`src/rtl/tap_ctrl.sv`:
```
module tap_ctrl #(
  parameter int          IR_W   = 4,
  parameter logic [31:0] IDCODE = 32'h0C3A_E01D,
  parameter logic [IR_W-1:0] ID_OP  = IR_W'(4'hE),
  parameter logic [IR_W-1:0] BYP_OP = IR_W'(4'hF)
) (
  input  logic            tck,
  input  logic            por_n,
  input  logic            tms,
  input  logic            tdi,
  input  logic            ext_tdo,
  output logic            tdo,
  output logic            tdo_en,
  output logic [IR_W-1:0] ir_code,
  output logic            ext_sel,
  output logic            dr_capture,
  output logic            dr_shift,
  output logic            dr_update
);
  localparam int ID_W = 32;
  localparam logic [IR_W-1:0] IR_CAP = IR_W'(1);
  localparam logic [ID_W-1:0] ID_VAL = IDCODE | ID_W'(1);

  typedef enum logic [3:0] {
    S_EX2_DR = 4'h0, S_EX1_DR = 4'h1, S_SH_DR  = 4'h2, S_PA_DR  = 4'h3,
    S_SEL_IR = 4'h4, S_UP_DR  = 4'h5, S_CAP_DR = 4'h6, S_SEL_DR = 4'h7,
    S_EX2_IR = 4'h8, S_EX1_IR = 4'h9, S_SH_IR  = 4'hA, S_PA_IR  = 4'hB,
    S_IDLE   = 4'hC, S_UP_IR  = 4'hD, S_CAP_IR = 4'hE, S_RESET  = 4'hF
  } tap_st_e;

  tap_st_e state, nxt;
  logic [IR_W-1:0] ir_sh;
  logic [ID_W-1:0] id_sh;
  logic            byp;
  logic            sel_id, sel_byp, dr_bit;

  always_comb begin
    unique case (state)
      S_RESET:  nxt = tms ? S_RESET  : S_IDLE;
      S_IDLE:   nxt = tms ? S_SEL_DR : S_IDLE;
      S_SEL_DR: nxt = tms ? S_SEL_IR : S_CAP_DR;
      S_CAP_DR: nxt = tms ? S_EX1_DR : S_SH_DR;
      S_SH_DR:  nxt = tms ? S_EX1_DR : S_SH_DR;
      S_EX1_DR: nxt = tms ? S_UP_DR  : S_PA_DR;
      S_PA_DR:  nxt = tms ? S_EX2_DR : S_PA_DR;
      S_EX2_DR: nxt = tms ? S_UP_DR  : S_SH_DR;
      S_UP_DR:  nxt = tms ? S_SEL_DR : S_IDLE;
      S_SEL_IR: nxt = tms ? S_RESET  : S_CAP_IR;
      S_CAP_IR: nxt = tms ? S_EX1_IR : S_SH_IR;
      S_SH_IR:  nxt = tms ? S_EX1_IR : S_SH_IR;
      S_EX1_IR: nxt = tms ? S_UP_IR  : S_PA_IR;
      S_PA_IR:  nxt = tms ? S_EX2_IR : S_PA_IR;
      S_EX2_IR: nxt = tms ? S_UP_IR  : S_SH_IR;
      S_UP_IR:  nxt = tms ? S_SEL_DR : S_IDLE;
      default:  nxt = S_RESET;
    endcase
  end

  always_ff @(posedge tck or negedge por_n)
    if (!por_n) state <= S_RESET;
    else        state <= nxt;

  always_ff @(posedge tck or negedge por_n) begin
    if (!por_n) begin
      ir_code <= ID_OP;
      ir_sh   <= IR_CAP;
    end else begin
      case (state)
        S_RESET:  ir_code <= ID_OP;
        S_CAP_IR: ir_sh   <= IR_CAP;
        S_SH_IR:  ir_sh   <= {tdi, ir_sh[IR_W-1:1]};
        S_UP_IR:  ir_code <= ir_sh;
        default: ;
      endcase
    end
  end

  assign sel_id  = (ir_code == ID_OP);
  assign sel_byp = (ir_code == BYP_OP);
  assign ext_sel = !sel_id && !sel_byp;

  always_ff @(posedge tck or negedge por_n) begin
    if (!por_n) begin
      id_sh <= ID_VAL;
      byp   <= 1'b0;
    end else if (state == S_CAP_DR) begin
      if (sel_id)  id_sh <= ID_VAL;
      if (sel_byp) byp   <= 1'b0;
    end else if (state == S_SH_DR) begin
      if (sel_id)  id_sh <= {tdi, id_sh[ID_W-1:1]};
      if (sel_byp) byp   <= tdi;
    end
  end

  assign dr_bit = sel_id ? id_sh[0] : (sel_byp ? byp : ext_tdo);

  always_ff @(negedge tck or negedge por_n) begin
    if (!por_n) begin
      tdo    <= 1'b0;
      tdo_en <= 1'b0;
    end else begin
      tdo_en <= (state == S_SH_DR) || (state == S_SH_IR);
      tdo    <= (state == S_SH_IR) ? ir_sh[0] :
                (state == S_SH_DR) ? dr_bit   : 1'b0;
    end
  end

  assign dr_capture = (state == S_CAP_DR);
  assign dr_shift   = (state == S_SH_DR);
  assign dr_update  = (state == S_UP_DR);
endmodule

```
`config.mk`:
```
export PLATFORM = sky130hd
export DESIGN_NAME = tap_ctrl
export DESIGN_NICKNAME = d
export VERILOG_FILES = /design/src/rtl/tap_ctrl.sv
export SDC_FILE = /design/constraint.sdc
export NUM_CORES = 1
export LEC_CHECK = 0
export BUFFER_PORTS_ARGS = -buffer_cell sky130_fd_sc_hd__buf_2
export CAP_MARGIN = 40
export CORE_ASPECT_RATIO = 1.5
export CORE_MARGIN = 2
export CORE_UTILIZATION = 50
export CTS_CLUSTER_SIZE = 8
export DETAILED_ROUTE_END_ITERATION = 16
export GPL_ROUTABILITY_DRIVEN = 0
export GPL_TIMING_DRIVEN = 0
export PLACE_DENSITY = 0.68
export REMOVE_ABC_BUFFERS = 1
export SLEW_MARGIN = 25
export SYNTH_ARGS = -nofsm -noshare
export SYNTH_HDL_FRONTEND = slang
export SYNTH_SLANG_ARGS = --single-unit
```
`constraint.sdc`:
```
create_clock -name tck -period 3.7 [get_ports tck]
set_clock_uncertainty 0.15 [all_clocks]
set_input_delay 1.11 -clock tck [delete_from_list [all_inputs] [get_ports tck]]
set_output_delay 1.11 -clock tck [all_outputs]
set_load 0.02 [all_outputs]
```
==> results of run 1 <==
## through the flow
step | power (uW) | worst slack, ns | instance area (um^2) | TNS (ns)
after detailed placement | 1350 | 0.05684 | 2267 | 0
after floorplan | 1193 | 0.1173 | 2082 | 0
final | 1636 | -0.2357 | 2365 | -0.4695
after CTS | 1661 | -0.2510 | 2365 | -0.4961
after global placement | 1308 | -0.1406 | 2210 | -0.2766
after global routing | 1769 | -0.2605 | 2365 | -0.5151
## worst max-delay path by stage
| stage | from | endpoint | slack (ns) | cells after the start |
|---|---|---|---|---|
| after floorplan | tdo | tdo | 0.12 | 0 |
| after global placement | por_n | tdo | -0.14 | 1 |
| after detailed placement | tdo_en | tdo_en | 0.06 | 1 |
| after CTS | tdo_en | tdo_en | -0.25 | 1 |
| after global routing | tdo_en | tdo_en | -0.26 | 1 |
| final | tdo | tdo | -0.24 | 1 |
## sequential cells by signal, summed over array words and instances (netlist names)
signal	count
byp	1
id_sh	32
ir_code	4
ir_sh	4
state	4
tdo	1
tdo_en	1
## power by group
part / internal, uW / total [uW] / switching, uW / leakage (uW)
combinational: 191 / 425 / 234 / 0.000440
clock: 132 / 292 / 160 / 0.0000412
sequential: 732 / 918 / 186 / 0.000579
total: 1060 / 1640 / 581 / 0.00106
## cells by family (layout without fill, tap and decap cells)
group / Yosys count / after routing
buf+inv: 27 / 42
simple gates: 66 / 66
mux: 35 / 35
flops: 47 / 47
compound gates: 17 / 17
## worst register-to-register path, stage by stage, from the launching register on
cell                       delay (ns)
sky130_fd_sc_hd__dfstp_2         0.55
sky130_fd_sc_hd__nand3_1         0.21
sky130_fd_sc_hd__or3_1           0.42
sky130_fd_sc_hd__a311oi_1        0.28
## cell usage after synthesis, drive strengths merged
cell type,count,area (um^2)
nor2b,15,93.84
a311oi,1,8.760
nor2,23,86.33
nand3,2,10.01
nand2,13,48.80
dfrtp,24,600.6
dfrtn,2,50.05
nand3b,2,15.01
or3,1,6.260
inv,16,60.06
o22ai,1,6.260
a21boi,1,7.510
dfstp,21,551.8
mux2,21,236.5
mux2i,14,140.1
a21oi,1,5.000
a22oi,1,7.510
nor4,2,27.53
nor3,1,5.000
clkbuf,4,15.01
a21o,1,7.510
buf,7,47.55
o21ai,10,50.05
nand2b,5,31.28
nor3b,1,7.510
nor4bb,1,10.01
o221ai,1,8.760
## area by class of cell
class | count | area (um^2) | share of cell area
multi-input cells | 118 | 819.5 | 0.3466
flip-flops and latches | 47 | 1202 | 0.5085
well taps | 46 | 57.56 | 0.02434
inverters | 16 | 60.06 | 0.02540
clock buffers | 6 | 72.57 | 0.03069
clock inverters | 2 | 12.51 | 0.005291
repair buffers | 18 | 140.1 | 0.05926
## layer usage
metal,vias to the layer above,GRT usage,part of all wire,wire length (um)
met5,-,0,0,0
met4,0,0.07611,0.022,75
met3,6,0.03390,0.027,91
met2,21,0.2872,0.54,1823
met1,691,0.1909,0.41,1398
li1,654,-,-,-
==> results by stage, run 1 <==
Outcome:
- The run finished, with violations left.
- The final reports fail on negative setup slack.

STA:
- The count of final max-slew check failures is 0.
- After layout, the worst setup slack is -0.2357 ns.
- For the pin with the worst max-slew slack, the measured transition is 0.8029 ns.
- Hold timing on the final database bottoms out at a slack of 0.3212 ns.
- The worst-case headroom to the max-slew limit is 0.4647.
- Setup repair after global routing could not meet its margin everywhere.
- The total count of hold-check failures in the final report came to 0.
- Setup violations remaining at the end of the flow were counted as 2.

CTS:
- The clock tree buffer depth is 2.
- The clock tree from TritonCTS is built.
- The clock sink total is 47.
- The count of instances resized after the clock tree is built is 4.
- Clock-pin slew was measured on the worst setup and hold paths at 0.08 ns.
- Clock latency on the worst-skew pair, taken at its later pin, is 0.29 ns.
- In this run the post-CTS setup repair buffer count came out at 0.
- The hold buffer count at cts is 0.
- The number of clock buffers added by TritonCTS is 5.
- The level count of the clock H-tree is 2.
- The cell sitting at the root of the clock tree is a sky130_fd_sc_hd__clkbuf_8.

Placement:
- Summed over all nets, the half-perimeter wirelength after detailed placement is 2.399 mm.
- The number of placed instances, taps included, is 245.
- The number of buffers inserted by port buffering is 14.

Final layout:
- The final core utilization is 0.5667.
- The final cell count without fillers is 253.
- The growth of design area from synthesis to finish is 10.27%.
- The library cell used most frequently in the layout, excluding fill and tap cells, is sky130_fd_sc_hd__dfrtp_1.
- The antenna diode count is 0.
- The filler cells instantiated in the layout total 341.
- In the final layout, the share of cells above drive strength 1 is 0.2464.
- The library cells used most frequently in the layout, excluding fill and tap cells, are sky130_fd_sc_hd__dfrtp_1 (24), sky130_fd_sc_hd__nor2_1 (23), sky130_fd_sc_hd__dfstp_2 (21).
- The net count of the finished layout is 211.

Critical path:
- STA puts the critical path data required time at 2.44 ns.
- In this run the critical register-to-register path is captured at tdo.
- The source of the worst register-to-register timing path is ir_code[3].
- Along the worst path, the maximum fanout reaches 1.
- Traced cell by cell, the critical path runs through buf_6.
- The maximum cell stage delay along the critical path is 0.41 ns.
- The number of cells on the worst reg-to-reg path is 3.
- On the critical path the largest part of the delay comes from flip-flops.
- In this run the register-to-register setup slack is 0.23 ns.
- The arrival time of data at the critical path endpoint is 2.68 ns.
- STA classifies the critical path endpoint as an output port.
- The worst setup path is of the register to output port kind.
- The critical-path cell with the highest stage delay is sky130_fd_sc_hd__dfrtn_1.
- Together, buffers and inverters on the worst path number 1.
- STA classifies the critical path startpoint as a register.

Die:
- Measured along the x axis, the die boundary spans 57.48 um.
- The total area inside the core boundary comes to 4173 um^2.
- The die covers 4840 um^2.
- The floorplan has 29 rows.
- The I/O pin count is 15.
- The initial utilization of the core area, before any placement, comes to 0.5139.
- From bottom edge to top edge, the die measures 84.21 um.

Synth:
- The count of distinct cell types in the synthesized netlist is 32.
- The XOR/XNOR share of the synthesized area is 0.
- In this run, synthesis produced a sequential element count of 47.
- The number of cells produced by synthesis is 192.
- The mean post-synth cell area is 11.17 um^2.
- The main combinational cell family by area after synthesis is multiplexers.
- The cell area that synthesis handed to floorplanning was 2145 um^2.
- The share of cell area taken by muxes after synthesis is 0.1756.
- The yosys synthesis warning count is 0.
- The basic-gate share of the synthesized area counting and, or, nand and nor cells is 0.1593.
- The compound-gate portion of the synthesized area is 0.04726.
- The sequential area share after synthesis is 0.5607.
- The fraction of the mapped netlist area in adder cells is 0.

Detailed routing:
- The post-detailed-route count of antenna-violating nets is 0.
- The number of optimization iterations in the first detailed-route pass is 4.
- The post-detailed-route DRC marker count is 0.
- Dividing the detail-routed wire length by the instance count gives 13.39 um.
- The sum of routed wire length over all layers is 3.388 mm.
- Using the TritonRoute via totals, the vias-per-cell ratio works out to 5.423.
- The first routing iteration left 12 violations.
- For this block, the via count after detailed routing is 1372.

Run:
- The number of max-cap violations is 0.

Worst hold path:
- The hold-critical path endpoint is id_sh[15].
- The path class of the tightest hold or removal check is register to register.
- The cell depth of the worst min-delay path is 2.
- In this run the most critical hold path is launched from id_sh[15].

Pwr:
- The peak supply drop is 0.4956 mV.
- For this design the ratio of total power to cell area is 691.7 nW/um^2.
- In this run the static leakage power is 0.001060 uW.

Global route:
- The initial antenna violation count is 0.
- Entering global routing, the biggest net connects 47 pins.
- The sum of overflow across all layers after global routing is 0.
- The global routing usage summed across all routing layers is 0.1653.
- The via count of the first global-routing pass came to 1409.
- The first-pass GRT wire length is 6.251 mm.
Note: power is estimated with default switching activity, not from simulation.
==> run 2: changes to the inputs <==
--- a/config.mk
+++ b/config.mk
@@ -5,6 +5,7 @@
 export SDC_FILE = /design/constraint.sdc
 export NUM_CORES = 1
 export LEC_CHECK = 0
+export ABC_AREA = 1
 export BUFFER_PORTS_ARGS = -buffer_cell sky130_fd_sc_hd__buf_2
 export CAP_MARGIN = 40
 export CORE_ASPECT_RATIO = 1.5
==> run 2 against run 1 <==
The flow still finishes with violations (negative setup slack). Cell area down 5.3%. Sequential share of layout area is 2.9 points higher. Highest routed layer unchanged. Sequential power decreased by 7.1%. Clock-buffer cell count is 2 higher. Area after synthesis decreased by 5.0%. Clock power rose by 12%. Utilization increased by 0.38 points. Non-clock buffer count decreased by 3. Synthesized cell count rose by 19%.
==> results by stage, run 2 <==
Final layout:
- Leaving out fill and tap cells, the most frequent cells in the layout are sky130_fd_sc_hd__nand2_1 (85), sky130_fd_sc_hd__nor2_1 (25), sky130_fd_sc_hd__dfrtp_1 (24).
- The number of fill cells in the layout is 361 (+5.9%).
- The final-stage net count is 248 (+18%).
- The antenna diode count is 0 (unchanged).
- The ratio of cells with drive above 1 in the final layout is 0.2213 (-0.02507).
- The largest register by flop count is id_sh.
- The final core utilization is 0.5705 (+0.003755).
- Leaving out fill and tap cells, the most frequent cell in the layout is sky130_fd_sc_hd__nand2_1.
- Compared with the post-synthesis result, the final layout area differs by 9.822%.
- The number of flip-flops in the largest register came to 32 (unchanged).

CTS:
- The number of buffers inserted to repair setup after CTS is 0 (unchanged).
- TritonCTS built the clock tree.
- The clock sink total came to 47 (unchanged).
- The clock transition at the registers of the reported paths came to 0.08 ns (about the same).
- The number of clock buffers inserted by TritonCTS is 5 (unchanged).
- Clock tree synthesis selected as its root buffer the cell sky130_fd_sc_hd__clkbuf_8.
- The clock tree buffer depth is 2 (unchanged).
- The insertion delay to the later sink of the worst-skew pair came to 0.29 ns (about the same).
- The hold buffer count at cts is 0 (unchanged).
- The level count of the clock H-tree is 2 (unchanged).

Synth:
- The leading register cell type out of synthesis is sky130_fd_sc_hd__dfrtp_1.
- By instance count, the leading cell after synthesis is sky130_fd_sc_hd__nand2_1.
- The share of synthesized flip-flops with an asynchronous set or reset is 1.000 (unchanged).
- The number of cells produced by synthesis is 229 (+19%).
- Sorting the synthesized cells by how often they occur yields sky130_fd_sc_hd__nand2_1 (85), sky130_fd_sc_hd__nor2_1 (25), sky130_fd_sc_hd__dfrtp_1 (24), sky130_fd_sc_hd__dfstp_2 (21).
- The share of Yosys cell area claimed by the top area cell type is 0.2947 (+0.01461).
- The mean post-synth cell area is 8.900 um^2 (-20%).
- Sorting the synthesized cells by area gives the leading types as sky130_fd_sc_hd__dfrtp_1 (29%), sky130_fd_sc_hd__dfstp_2 (27%), sky130_fd_sc_hd__nand2_1 (16%).
- The number of enable flip-flop cells after synthesis came to 0 (unchanged).
- The sequential area share after synthesis is 0.5899 (+0.02926).
- The count of distinct cell types in the synthesized netlist is 24 (-25%).
- The area of the mapped netlist is 2038 um^2 (-5.0%).
- The number of register bits inferred by synthesis is 47 (unchanged).
- The yosys synthesis warning count is 0 (unchanged).
- The cell taking the most area after synthesis is sky130_fd_sc_hd__dfrtp_1.

Outcome:
- The final reports fail on negative setup slack.
- The run finished, with violations left.

Global route:
- The first-pass GRT wire length came to 6.548 mm (+4.8%).
- The largest net degree at the start of global routing is 47 (unchanged).
- The global routing usage summed across all routing layers is 0.1812 (+0.01583).
- The initial antenna violation count is 0 (unchanged).
- The via count of the first global-routing pass is 1468 (+4.2%).
- The sum of overflow across all layers after global routing is 0 (unchanged).

Detailed routing:
- The detailed router's first-iteration violation count is 45 (+33).
- The post-detailed-route count of antenna-violating nets is 0 (unchanged).
- The number of optimization iterations in the first detailed-route pass is 4 (unchanged).
- The post-detailed-route DRC marker count is 0 (unchanged).
- The sum of routed wire length over all layers is 3.467 mm (+2.3%).
- The total number of vias is 1483 (+8.1%).
- The average vias per placed instance is 5.131 (-5.4%).
- The routed wirelength normalized by instance count is 12.00 um (-10%).

STA:
- The worst-case headroom to the max-slew limit is 0.6827 (+0.2180).
- The setup total negative slack was -0.4419 ns (+0.02759 ns).
- The total count of hold-check failures in the final report is 0 (unchanged).
- The final critical-path setup slack is -0.2275 ns (+0.008215 ns).
- The count of final setup violators is 2 (unchanged).
- Setup repair after global routing could not meet its margin everywhere.
- The count of final max-slew check failures is 0 (unchanged).
- The transition time at the pin with the least slew margin was 0.4759 ns (-0.3270 ns).

Critical path:
- The arrival time of data at the critical path endpoint is 2.67 ns (about the same).
- The critical path required time was 2.44 ns (about the same).
- Among cell families on the critical path, the largest total delay comes from flip-flops.
- The signal on the critical path passes through buf_6.
- STA classifies the critical path endpoint as an output port.
- The slowest stage of the critical path belongs to the cell sky130_fd_sc_hd__dfrtn_1.
- The critical path buffer and inverter count is 1 (unchanged).
- The maximum fanout along the worst path is 1 (unchanged).
- The maximum cell stage delay along the critical path came to 0.41 ns (about the same).
- The worst setup path is launched from a register.
- The reg2reg setup slack was 0.48 ns (+0.25 ns).
- The kind of critical path is register to output port.

Pwr:
- The total leakage power is 0.001103 uW (+4.1%).
- The peak supply drop came to 0.5020 mV (+1.3%).
- The power density over the cells is 766.9 nW/um^2 (+11%).

Die:
- The die footprint is 4614 um^2 (-4.7%).
- The area of the core region is 3924 um^2 (-6.0%).
- The horizontal die dimension came to 56.13 um (-2.3%).
- The I/O pin count was 15 (unchanged).
- The number of cell rows is 28 (-3.4%).
- The initial core utilization is 0.5195 (+0.005509).
- The vertical extent of the die was 82.20 um (-2.4%).

Placement:
- The half-perimeter wire length of the detailed placement result was 2.406 mm (+0.26%).
- The number of buffers inserted by port buffering is 14 (unchanged).

Run:
- The number of max-cap violations came to 0 (unchanged).

Worst hold path:
- In this run the worst hold path is classified as register to register.
## run 2: cell types whose count changed after synthesis, moves of 3 or more
| cell | delta |
|---|---|
| sky130_fd_sc_hd__mux2_1 | -17 |
| sky130_fd_sc_hd__nor2b_1 | -15 |
| sky130_fd_sc_hd__nand2b_1 | -5 |
| sky130_fd_sc_hd__a21oi_1 | +3 |
| sky130_fd_sc_hd__mux2_2 | -4 |
| sky130_fd_sc_hd__nor2_4 | +3 |
| sky130_fd_sc_hd__nand2_1 | +72 |
| sky130_fd_sc_hd__o21ai_1 | +14 |
| sky130_fd_sc_hd__mux2i_1 | -14 |
| sky130_fd_sc_hd__nand3_1 | +3 |
| sky130_fd_sc_hd__clkbuf_1 | -4 |
| sky130_fd_sc_hd__buf_2 | +3 |
## run 2: path summary, 6_finish.rpt
| path | from | endpoint | cells after the start |
|---|---|---|---|
| setup reg to reg | state[0] | tdo | 7 |
| max in group asynchronous | por_n | tdo | 2 |
| min in group asynchronous | por_n | id_sh[22] | 1 |
| setup / recovery | tdo | tdo | 1 |
| hold reg to reg | id_sh[19] | id_sh[19] | 2 |
| hold / removal | id_sh[19] | id_sh[19] | 2 |
## run 2: cells by family (layout without fill, tap and decap cells)
kind of cell | after synthesis | after routing | synth area share
buffers and inverters | 24 | 39 | 0.05832
and+or+nand+nor | 127 | 127 | 0.2695
AOI/OAI and AO/OA | 31 | 31 | 0.08226
DFF | 47 | 47 | 0.5899
## run 2: repair_timing
item	CTS	global route
gates resized for setup	3	1
endpoints found under the setup margin	2	2
cloned	0	0
endpoints found under the hold margin	0	0
## run 2: stage by stage
step / instance area, um^2 / cells / hold slack [ns] / power (uW) / worst slack [ns]
final: 2238 / 289 / 0.3267 / 1717 / -0.2275
after floorplan: 1979 / 221 / 0.2922 / 1244 / 0.1173
after global placement: 2106 / 280 / 0.3022 / 1383 / -0.1990
after detailed placement: 2126 / 281 / 0.3118 / 1400 / 0.02739
after CTS: 2235 / 289 / 0.3300 / 1736 / -0.2322
after global routing: 2238 / 289 / 0.3468 / 1860 / -0.2562
## run 2: per-layer routing
layer | track usage | part of all wire | vias to the layer above
met5 | 0 | 0 | -
met4 | 0.05714 | 0.014 | 0
met3 | 0.03427 | 0.026 | 5
met2 | 0.3106 | 0.50 | 16
met1 | 0.2345 | 0.46 | 718
li1 | - | - | 744
## run 2: power by group
part	internal [uW]	total, uW	switching [uW]
registers	733	853	120
clock network	171	328	158
logic	187	535	348
total	1090	1720	626
## run 2: worst register-to-register path, cell delays in order (launching register included)
cell and delay (ns):
sky130_fd_sc_hd__dfstp_2 0.59, sky130_fd_sc_hd__inv_2 0.07, sky130_fd_sc_hd__nand2_4 0.12, sky130_fd_sc_hd__nor2_4 0.07
sky130_fd_sc_hd__nand2_4 0.07, sky130_fd_sc_hd__inv_1 0.05, sky130_fd_sc_hd__nand2_1 0.06, sky130_fd_sc_hd__nand2_1 0.06
## run 2: final cells by class
class	instances	area (um^2)	share of cell area
Timing Repair Buffer	15	102.6	0.04584
Clock buffer	8	100.1	0.04472
Inverter	16	60.06	0.02683
Tap cell	45	56.30	0.02515
Sequential cell	47	1202	0.5372
Multi-Input combinational cell	158	716.9	0.3203
